<file path="config.mk">
export PLATFORM = sky130hd
export DESIGN_NAME = intc_ctrl
export DESIGN_NICKNAME = d
export VERILOG_FILES = /design/src/rtl/intc_pkg.sv /design/src/rtl/intc_decode.sv /design/src/rtl/intc_class.sv /design/src/rtl/intc_ctrl.sv
export SDC_FILE = /design/constraint.sdc
export NUM_CORES = 1
export LEC_CHECK = 0
export ABC_AREA = 1
export BUFFER_PORTS_ARGS = -buffer_cell sky130_fd_sc_hd__clkbuf_2
export CORE_MARGIN = 10
export CORE_UTILIZATION = 49
export CTS_CLUSTER_SIZE = 30
export DETAILED_ROUTE_END_ITERATION = 7
export PLACE_DENSITY = 0.84
export SYNTH_ARGS = -nofsm -noshare
export SYNTH_HDL_FRONTEND = slang
export SYNTH_SLANG_ARGS = --single-unit
export TNS_END_PERCENT = 30
</file>
<file path="constraint.sdc">
create_clock -name clk -period 0.8 [get_ports clk]
set_input_delay 0.12 -clock clk [delete_from_list [all_inputs] [get_ports clk]]
set_output_delay 0.12 -clock clk [all_outputs]
set_load 0.05 [all_outputs]
</file>
<file path="src/rtl/intc_pkg.sv">
package intc_pkg;
  localparam int ADDR_W  = 3;
  localparam int NCLASS  = 2;
  localparam int CLS_IRQ = 0;
  localparam int CLS_FIQ = 1;

  typedef enum logic [1:0] {
    OFS_MASKED = 2'd0,
    OFS_RAW    = 2'd1,
    OFS_SET    = 2'd2,
    OFS_CLR    = 2'd3
  } ofs_e;
endpackage

</file>
<file path="src/rtl/intc_decode.sv">
module intc_decode
  import intc_pkg::*;
(
  input  logic              acc_req,
  input  logic              acc_wr,
  input  logic [ADDR_W-1:0] acc_addr,
  output logic [NCLASS-1:0] set_we,
  output logic [NCLASS-1:0] clr_we,
  output logic              rd_en,
  output logic              rd_cls,
  output ofs_e              rd_ofs,
  output logic              illegal
);
  ofs_e ofs;
  logic cls;
  logic wr_acc;
  logic rd_acc;

  always_comb begin
    ofs    = ofs_e'(acc_addr[1:0]);
    cls    = acc_addr[2];
    wr_acc = acc_req && acc_wr;
    rd_acc = acc_req && !acc_wr;
    set_we = '0;
    clr_we = '0;
    if (wr_acc && ofs == OFS_SET) set_we[cls] = 1'b1;
    if (wr_acc && ofs == OFS_CLR) clr_we[cls] = 1'b1;
    rd_en   = rd_acc;
    rd_cls  = cls;
    rd_ofs  = ofs;
    illegal = (wr_acc && (ofs == OFS_MASKED || ofs == OFS_RAW)) ||
              (rd_acc && cls == 1'(CLS_IRQ) && (ofs == OFS_SET || ofs == OFS_CLR));
  end
endmodule

</file>
<file path="src/rtl/intc_class.sv">
module intc_class #(
  parameter int NSRC = 32
) (
  input  logic            clk,
  input  logic            rst_n,
  input  logic [NSRC-1:0] src,
  input  logic            set_we,
  input  logic            clr_we,
  input  logic [NSRC-1:0] wdata,
  output logic [NSRC-1:0] masked,
  output logic            req_o
);
  logic [NSRC-1:0] mask_q;
  logic [NSRC-1:0] mask_d;
  logic            mask_en;

  always_comb begin
    mask_en = set_we || clr_we;
    mask_d  = mask_q;
    if (set_we) mask_d = mask_q | wdata;
    if (clr_we) mask_d = mask_q & ~wdata;
  end

  always_ff @(posedge clk or negedge rst_n) begin
    if (!rst_n)       mask_q <= '0;
    else if (mask_en) mask_q <= mask_d;
  end

  assign masked = src & mask_q;
  assign req_o  = |masked;


  set_bits_chk: assert property (@(posedge clk) disable iff (!rst_n)
    set_we |=> ((mask_q & $past(wdata)) == $past(wdata)) &&
               ((mask_q & $past(mask_q)) == $past(mask_q)));


  clr_bits_chk: assert property (@(posedge clk) disable iff (!rst_n)
    clr_we |=> ((mask_q & $past(wdata)) == '0) &&
               ((mask_q & ~$past(wdata)) == ($past(mask_q) & ~$past(wdata))));


  mask_hold_chk: assert property (@(posedge clk) disable iff (!rst_n)
    !(set_we || clr_we) |=> $stable(mask_q));


  idle_out_chk: assert property (@(posedge clk) disable iff (!rst_n)
    (mask_q == '0) |-> !req_o);
endmodule

</file>
<file path="src/rtl/intc_ctrl.sv">
module intc_ctrl
  import intc_pkg::*;
#(
  parameter int NSRC = 32
) (
  input  logic              clk,
  input  logic              rst_n,
  input  logic [NSRC-1:0]   src_irq,
  input  logic [NSRC-1:0]   src_fiq,
  input  logic              acc_req,
  input  logic              acc_wr,
  input  logic [ADDR_W-1:0] acc_addr,
  input  logic [NSRC-1:0]   acc_wdata,
  output logic [NSRC-1:0]   rsp_rdata,
  output logic              rsp_err,
  output logic              irq_o,
  output logic              fiq_o
);
  logic [NCLASS-1:0] set_we;
  logic [NCLASS-1:0] clr_we;
  logic              rd_en;
  logic              rd_cls;
  ofs_e              rd_ofs;
  logic              illegal;

  logic [NSRC-1:0]   src_v    [NCLASS];
  logic [NSRC-1:0]   masked_v [NCLASS];
  logic [NCLASS-1:0] req_v;

  logic [NSRC-1:0]   rd_val;
  logic [NSRC-1:0]   rdata_d;
  logic [NSRC-1:0]   rdata_q;
  logic              err_d;
  logic              err_q;

  assign src_v[CLS_IRQ] = src_irq;
  assign src_v[CLS_FIQ] = src_fiq;

  intc_decode u_decode (
    .acc_req  (acc_req),
    .acc_wr   (acc_wr),
    .acc_addr (acc_addr),
    .set_we   (set_we),
    .clr_we   (clr_we),
    .rd_en    (rd_en),
    .rd_cls   (rd_cls),
    .rd_ofs   (rd_ofs),
    .illegal  (illegal)
  );

  for (genvar c = 0; c < NCLASS; c++) begin : g_cls
    intc_class #(.NSRC(NSRC)) u_class (
      .clk    (clk),
      .rst_n  (rst_n),
      .src    (src_v[c]),
      .set_we (set_we[c]),
      .clr_we (clr_we[c]),
      .wdata  (acc_wdata),
      .masked (masked_v[c]),
      .req_o  (req_v[c])
    );
  end

  always_comb begin
    case (rd_ofs)
      OFS_MASKED: rd_val = masked_v[rd_cls];
      OFS_RAW:    rd_val = src_v[rd_cls];
      default:    rd_val = '0;
    endcase
    rdata_d = rdata_q;
    if (rd_en) rdata_d = illegal ? '0 : rd_val;
    err_d = acc_req && illegal;
  end

  always_ff @(posedge clk or negedge rst_n) begin
    if (!rst_n) begin
      rdata_q <= '0;
      err_q   <= 1'b0;
    end else begin
      rdata_q <= rdata_d;
      err_q   <= err_d;
    end
  end

  assign rsp_rdata = rdata_q;
  assign rsp_err   = err_q;
  assign irq_o     = req_v[CLS_IRQ];
  assign fiq_o     = req_v[CLS_FIQ];


  status_wr_err_chk: assert property (@(posedge clk) disable iff (!rst_n)
    (acc_req && acc_wr && !acc_addr[1]) |=> rsp_err);


  irq_en_rd_err_chk: assert property (@(posedge clk) disable iff (!rst_n)
    (acc_req && !acc_wr && !acc_addr[2] && acc_addr[1]) |=> (rsp_err && rsp_rdata == '0));


  fiq_en_rd_ok_chk: assert property (@(posedge clk) disable iff (!rst_n)
    (acc_req && !acc_wr && acc_addr[2] && acc_addr[1]) |=> (!rsp_err && rsp_rdata == '0));


  raw_rd_chk: assert property (@(posedge clk) disable iff (!rst_n)
    (acc_req && !acc_wr && acc_addr[1:0] == 2'd1 && $stable(src_irq) && $stable(src_fiq))
      |=> (rsp_rdata == (acc_addr[2] ? $past(src_fiq) : $past(src_irq))));
endmodule

</file>
==> Word-level counts from Yosys, hierarchy flattened <==
Cells that the tools add are included.
{ "op_classes": {"add_sub_neg": 0, "n_mul": 0, "div": 0, "n_lt_le_gt_ge": 3, "eq_ne": 3, "shift": 0, "n_mux": 16, "bitwise_logic": 9, "reduce_logical": 22} }
{ "ops": {"columns": ["op", "n"], "rows": [
  ["32-bit two-way mux", 11],
  ["32-bit AND", 4],
  ["32-bit OR", 2],
  ["32-bit case mux with 2 select lines", 1],
  ["32-bit OR reduction", 2],
  ["32-bit inverter", 1],
  ["1-bit logical AND", 9],
  ["1-bit logical OR", 5],
  ["2-bit equality test (second input constant)", 2],
  ["2-bit two-way mux", 2],
  ["2-bit AND reduction", 2],
  ["2-bit nonzero test", 2],
  ["2-bit by 1-bit equality test with 1-bit output (second input constant)", 1],
  ["2-bit >= comparator (second input constant)", 1],
  ["2-bit logical NOT", 1],
  ["1-bit by 2-bit < comparator with 1-bit output (second input constant)", 1],
  ["1-bit inverter with 2-bit output", 1],
  ["1-bit demux with 1-bit select", 1],
  ["1-bit >= comparator (second input constant)", 1],
  ["1-bit logical NOT", 1],
  ["1-bit two-way mux", 1],
  ["1-bit inverter", 1]
]} }
{ "totals": {"reg_bits": 97, "latch_bits": 0, "ram_bits": 0, "romBits": 0, "elab_cells": 57, "n_memories": 0} }

==> Depth between registers and ports, before layout <==
Gate-level depths: netlist (run 1).
{ "logic_depth": {"depth_word": 7, "mapped_depth": 8, "mapped_depth_nobuf": 7} }

==> By module <==
From an unflattened synthesis (run 1), not the netlist that was laid out.
{ "hier_totals": {"hier_cells": 959, "hier_area_um2": 6188.4} }
{ "by_module_without_submodules": {"columns": ["module", "n_inst", "cells_each", "area_each_um2", "seq_area_each_um2"], "rows": [
  ["intc_class", 2, 229, 1734.2, 800.8],
  ["intc_ctrl", 1, 482, 2631.3, 825.8],
  ["intc_decode", 1, 19, 88.8, 0.0]
]} }

==> Worst setup path after synthesis (run 1) <==
OpenSTA, ideal clock, no wires.
{ "synth_timing": {"path_kind": "register -> output", "startpoint": "register with a tool-made name", "endpoint": "output fiq_o", "t_arrival_ps": 988, "slack_ps": -308, "path_stages_with_launch": 7, "path_buffers": 0, "cell_sequence": "dfrtp_1 -> nand2_1 -> nand2_1 -> nor2_1 -> nand2_1 -> nor2_1 -> nand2_1"} }
{ "synth_rtl": {"columns": ["item", "line_no", "rtl"], "rows": [
  ["to (decl)", "intc_ctrl.sv:17", "output logic fiq_o"]
]} }

==> results of run 1 <==
-- power breakdown --
group          switching [mW]  internal, mW  leakage [nW]
sequential              0.650          5.79          1.20
combinational            2.82          2.00          3.29
clock                    1.91          3.14         0.166
total                    5.38          10.9          4.65
-- how the worst max path moves through the flow --
stage                         start    end  depth (start not counted)
after floorplan           flip-flop  fiq_o                          6
after global placement    flip-flop  fiq_o                          7
after detailed placement  flip-flop  fiq_o                          7
after CTS                 flip-flop  irq_o                          7
after global routing      flip-flop  irq_o                          7
final                     flip-flop  irq_o                          7
-- what timing repair did --
item,4_1_cts,5_1_grt
setup buffers,15,11
hold buffers,1,0
pin swaps,39,27
resized for setup,121,133
hold endpoints to repair,97,0
setup endpoints to repair,131,129
cloned,0,0
-- routing by layer --
layer	vias up	routed length, um	part of all wire [%]	global-route usage, %
li1	3203	-	-	-
met4	0	938	4.5	12.6
met1	3077	8120	39	29.7
met5	-	0	0	0
met2	388	9820	47	38.9
met3	84	1990	9.5	6.82
-- logic make-up (layout without fill, tap and decap cells) --
group	Yosys count	in the layout	synth area share [%]
DFF	97	97	42.1
AOI/OAI and AO/OA	65	65	5.64
and+or+nand+nor	679	679	45.6
buffers and inverters	82	277	6.74
-- final cells by class --
class                      count  area, um2
tap                          143        179
clock inverter                 5        103
multi-input combinational    744       3260
inverter                      39        154
timing repair buffer         222       1870
clock buffer                  11        243
fill                         829       3220
sequential                    97       2440
-- synth_stat cells, drive strengths merged --
library cell / number / area [um2]
nor3: 1 / 16.3
inv: 39 / 146
nor2: 89 / 342
nand4: 2 / 12.5
dfrtp: 97 / 2430
o21ai: 65 / 325
nand2: 553 / 2080
nand3: 34 / 175
buf: 28 / 183
clkbuf: 15 / 60.1
-- worst max-delay path: stages, from the launching register on --
cell and delay [ns]:
dfrtp_1 0.38, nand2_1 0.11, nand2_1 0.08, nor2_1 0.13, nand2_1 0.07, nor2_1 0.11
nand2_2 0.10, buf_8 0.16
==> out/metrics.yaml, run 1 <==
pin_count: 138
drtAntennaViolNets: 0
dpl.cell_count: 1220
num_vias: 6752
drv_slew: 0
finalWeightedCongestion: 0.960
placed_area_um2: 7050
synth_nets: 1026
num_rows: 39
final_cell_mix: "486 x nand2_1, 97 x clkbuf_2, 87 x dfrtp_1"
grt_first_pass_wirelength_um: 32600
path_clk_slew_ns: 0.07
worstPathArrival_ns: 1.48
cts_tree: "done"
finalPower_mw: 16.3
drv_cap: 0
fin_setup_tns_ns: -13.53
die-area_um2: 16500
yosys_register_bits: 97
worstSetupEndpointType: "primary output"
grt_max_degree: 47
cp_max_fo: 2
nets: 1216
drc: 0
drt_iter0_drc: 784
ys_seq_area_share_pct: 42.1
fmax_mhz: 624
postSynthCellCount: 923
cellLeakagePower_nw: 4.65
synthToLayoutAreaGrowth_pct: 43.0
drive_above_1_share_pct: 31.5
report.final.setup_viol: 68
die_w_um: 129
powerDensity_nw_per_um2: 1980
initial_core_util_pct: 50.3
hold_start: "acc_addr[1]"
syn-mean-instance-area_um2: 6.25
syn_area_um2: 5770
setup_slack_ns: -0.804
grt_use_total_pct: 24.4
hold_depth: 2
cp-start-kind: "flip-flop"
drt-wirelength-per-cell_um: 16.5
antennaDiodeCount: 0
required_ns: 0.68
clock_skew_ns: 0.00596
hpwl_um: 14300
pre_cts_ws_ns: -0.529
core_um2: 11500
whs_ns: 0.0583
ys.warnings.count: 0
status: "complete, but fails checks"
period_share_pct: 200
rsz0062_at_grt: "true"
criticalPathCategory: "flip-flop to primary output"
vias_per_cell: 5.35
worstHoldEndpoint: "rsp_err"
clk_latency_ns: 0.35
worst-r2r-setup-slack_ns: -0.19
final_area_um2: 8250
grt_pass1_vias: 6536
hold_viol: 0
fin_cells: 1261
max_slew_margin_pct: 76.4
yosysUniqueCellTypes: 19
htreeDepth: 3
grt-ovfl-total: 0
root_buffer: "clkbuf_16"
final_common_cell: "nand2_1"
failed_checks: "setup timing"
clockBufferDepth: 2
cts_made_buffers: 9
wl_um: 20900
worstMarginPinSlew_ns: 0.354
vdd_drop_max_v: 0.00128
first_pass_iters: 5
finish.utilization_pct: 71.9
die_h_um: 129
r2r_end: "rsp_rdata[0]"
hp-class: "primary input to flip-flop"
min_period_ns: 1.60
r2r_cells: 7
clock-sinks: 97
io_buffer_count: 137
antenna_found_initial: 0
No activity file was read; power rests on OpenSTA's default activity.
==> run 2: changes to the inputs <==
CORE_UTILIZATION = 50   (was 49)
SYNTH_HIERARCHICAL = 1   (was unset)
==> out/metrics.yaml, run 2 <==
initial_core_util_pct: 51.3  # +0.99 points
multiInputGateArea_um2: 3070  # -5.8%
fill_cells: 882  # +6.4%
setup_slack_ns: -0.837  # -0.0336 ns
cts_made_buffers: 9  # unchanged
postSynthCellCount: 959  # +3.9%
synth_top_area_share_pct: 39.2  # -2.8 points
final_common_cell: "nand2_1"
cp_max_fo: 2  # unchanged
status: "complete, but fails checks"
pwr-share-comb_pct: 35.9  # +6.4 points
synthTopCellsByCount: "432 x nand2_1, 198 x inv_1, 97 x dfrtp_1"
period_share_pct: 205  # +4.2 points
num_vias: 6787  # +0.52%
syn_area_um2: 6190  # +7.2%
path_clk_slew_ns: 0.07  # about the same
synthToLayoutAreaGrowth_pct: 43.7
hp-class: "primary input to flip-flop"
grt_use_total_pct: 22.7  # -1.7 points
clockBufferDepth: 2  # unchanged
yosysTopAreaCell: "dfrtp_1"
io_buffer_count: 137  # unchanged
finalWeightedCongestion: 0.887  # -7.5%
die_h_um: 131  # +2.1%
vdd_drop_max_v: 0.00143  # +11%
p_sw_mw: 5.86  # +9.0%
required_ns: 0.68  # about the same
final_cell_mix: "392 x nand2_1, 176 x inv_1, 98 x clkbuf_2"
cp-start-kind: "flip-flop"
cellLeakagePower_nw: 5.76  # +24%
die_w_um: 131  # +2.1%
synth-edff-count: 0  # unchanged
htreeDepth: 3  # unchanged
report.final.setup_viol: 131  # +93%
grt-ovfl-total: 0  # unchanged
clock_skew_ns: 0.00654  # +0.000579 ns
yosysUniqueCellTypes: 16  # -3
die-area_um2: 17200  # +4.3%
clock-sinks: 97  # unchanged
hold_start: "acc_wdata[27]"
clk_latency_ns: 0.36  # about the same
synth_area_leaders: "dfrtp_1 39%, nand2_1 26%, inv_1 12%, a21o_1 7.8%, a21oi_1 4.9%"
drt_iter0_drc: 629  # -20%
first_pass_iters: 5  # unchanged
failed_checks: "setup timing"
wl_um: 20500  # -1.7%
yosys_register_bits: 97  # unchanged
pin_count: 138  # unchanged
regArea_um2: 2430  # -0.51%
ys.warnings.count: 6  # +6
finish.utilization_pct: 73.7  # +1.8 points
grt_pass1_vias: 6563  # +0.41%
drc: 0  # unchanged
power_frac_seq_pct: 36.7  # -2.8 points
drtAntennaViolNets: 0  # unchanged
drv_cap: 0  # unchanged
synth.most_common_cell: "nand2_1"
num_rows: 40  # +2.6%
criticalPathCategory: "flip-flop to primary output"
min_period_ns: 1.64  # +0.0336 ns
drv_slew: 0  # unchanged
core_um2: 12100  # +5.2%
async_flop_share_pct: 100  # unchanged
powerDensity_nw_per_um2: 1960  # -1.1%
rsz0062_at_grt: "true"
grt_first_pass_wirelength_um: 32200  # -1.2%
cts_tree: "done"
root_buffer: "clkbuf_16"
hold_viol: 0  # unchanged
synth_nets: 1062  # +3.5%
syn-mean-instance-area_um2: 6.45  # +3.2%
fmax_mhz: 611  # -2.1%
drive_above_1_share_pct: 32.4  # +0.90 points
pre_cts_ws_ns: -0.546  # -0.0169 ns
max_slew_margin_pct: 74.3  # -2.1 points
nets: 1287  # +5.8%
worstSetupEndpointType: "primary output"
ys.flop_type: "dfrtp_1"
clockPowerShare_pct: 27.4  # -3.6 points
worstPathArrival_ns: 1.52  # +0.04 ns
hpwl_um: 13900  # -2.9%
swShare_pct: 33.7  # +0.72 points
antenna_found_initial: 1  # +1
finalPower_mw: 17.4  # +6.7%
worstMarginPinSlew_ns: 0.386  # +0.0313 ns
drt-wirelength-per-cell_um: 15.1  # -8.7%
ys_seq_area_share_pct: 39.2  # -2.8 points
grt_max_degree: 45  # -4.3%
vias_per_cell: 5.00  # -6.7%
internal-power_mw: 11.5  # +5.5%
-- run 2: path summary, 6_finish.rpt --
check | to | depth (start not counted) | slack, ns
setup / recovery | irq_o | 7 | -0.84
hold / removal | flip-flop | 3 | 0.04
setup reg to reg | rsp_rdata[22] | 10 | -0.37
hold reg to reg | rsp_rdata[1] | 2 | 0.52
max in group asynchronous | async pin | 3 | 0.28
min in group asynchronous | rsp_rdata[18] | 3 | 0.29
-- run 2: worst max-delay path, cell delays in order (launching register included) --
cell	delay (ns)
dfrtp_1	0.40
nand2_2	0.08
nand2_1	0.08
nor2_2	0.15
nand2_1	0.08
nor2_1	0.13
nand2_2	0.09
buf_8	0.16
-- run 2: stage by stage --
stage	std cells	hold WS [ns]	TNS (ns)	cell area (um2)
after floorplan	959	-0.176	-12.87	6320
after global placement	1313	0.133	-42.90	7790
after detailed placement	1313	0.131	-45.19	7790
after CTS	1341	0.0346	-19.44	8560
after global routing	1358	0.0477	-27.17	8890
final	1358	0.0418	-19.52	8890
-- run 2: what timing repair did --
| item | CTS | global route |
|---|---|---|
| pin swaps | 9 | 42 |
| setup buffers | 11 | 18 |
| hold buffers | 1 | 0 |
| resized for setup | 92 | 103 |
| hold endpoints to repair | 97 | 0 |
| setup endpoints to repair | 131 | 131 |
-- run 2: final cells by class --
class / count / area share, %
inverter: 200 / 8.47
sequential: 97 / 27.3
clock buffer: 13 / 3.15
clock inverter: 3 / 0.520
tap: 168 / 2.36
multi-input combinational: 623 / 34.5
timing repair buffer: 253 / 23.6
antenna: 1 / 0.0281
-- run 2: logic make-up after synthesis --
group | after synthesis | share of synthesized area [%]
simple gates | 495 | 31.2
buf+inv | 239 | 16.4
compound gates | 128 | 13.2
flops | 97 | 39.2
-- run 2: power by group through the flow --
stage / Clock, mW / Combinational (mW) / Sequential, mW
6_report: 4.77 / 6.25 / 6.38
5_1_grt: 5.04 / 6.88 / 6.48
4_1_cts: 4.81 / 5.72 / 6.28
3_5_place_dp: 0 / 5.27 / 6.33
3_3_place_gp: 0 / 5.12 / 6.30
2_1_floorplan: 0 / 2.73 / 6.69
-- run 2: layer usage --
metal	wire [um]	vias up	track usage, %
met5	0	-	0
met3	1550	56	5.45
met1	8290	3122	26.9
met2	9980	309	38.2
met4	699	0	10.3
li1	-	3300	-
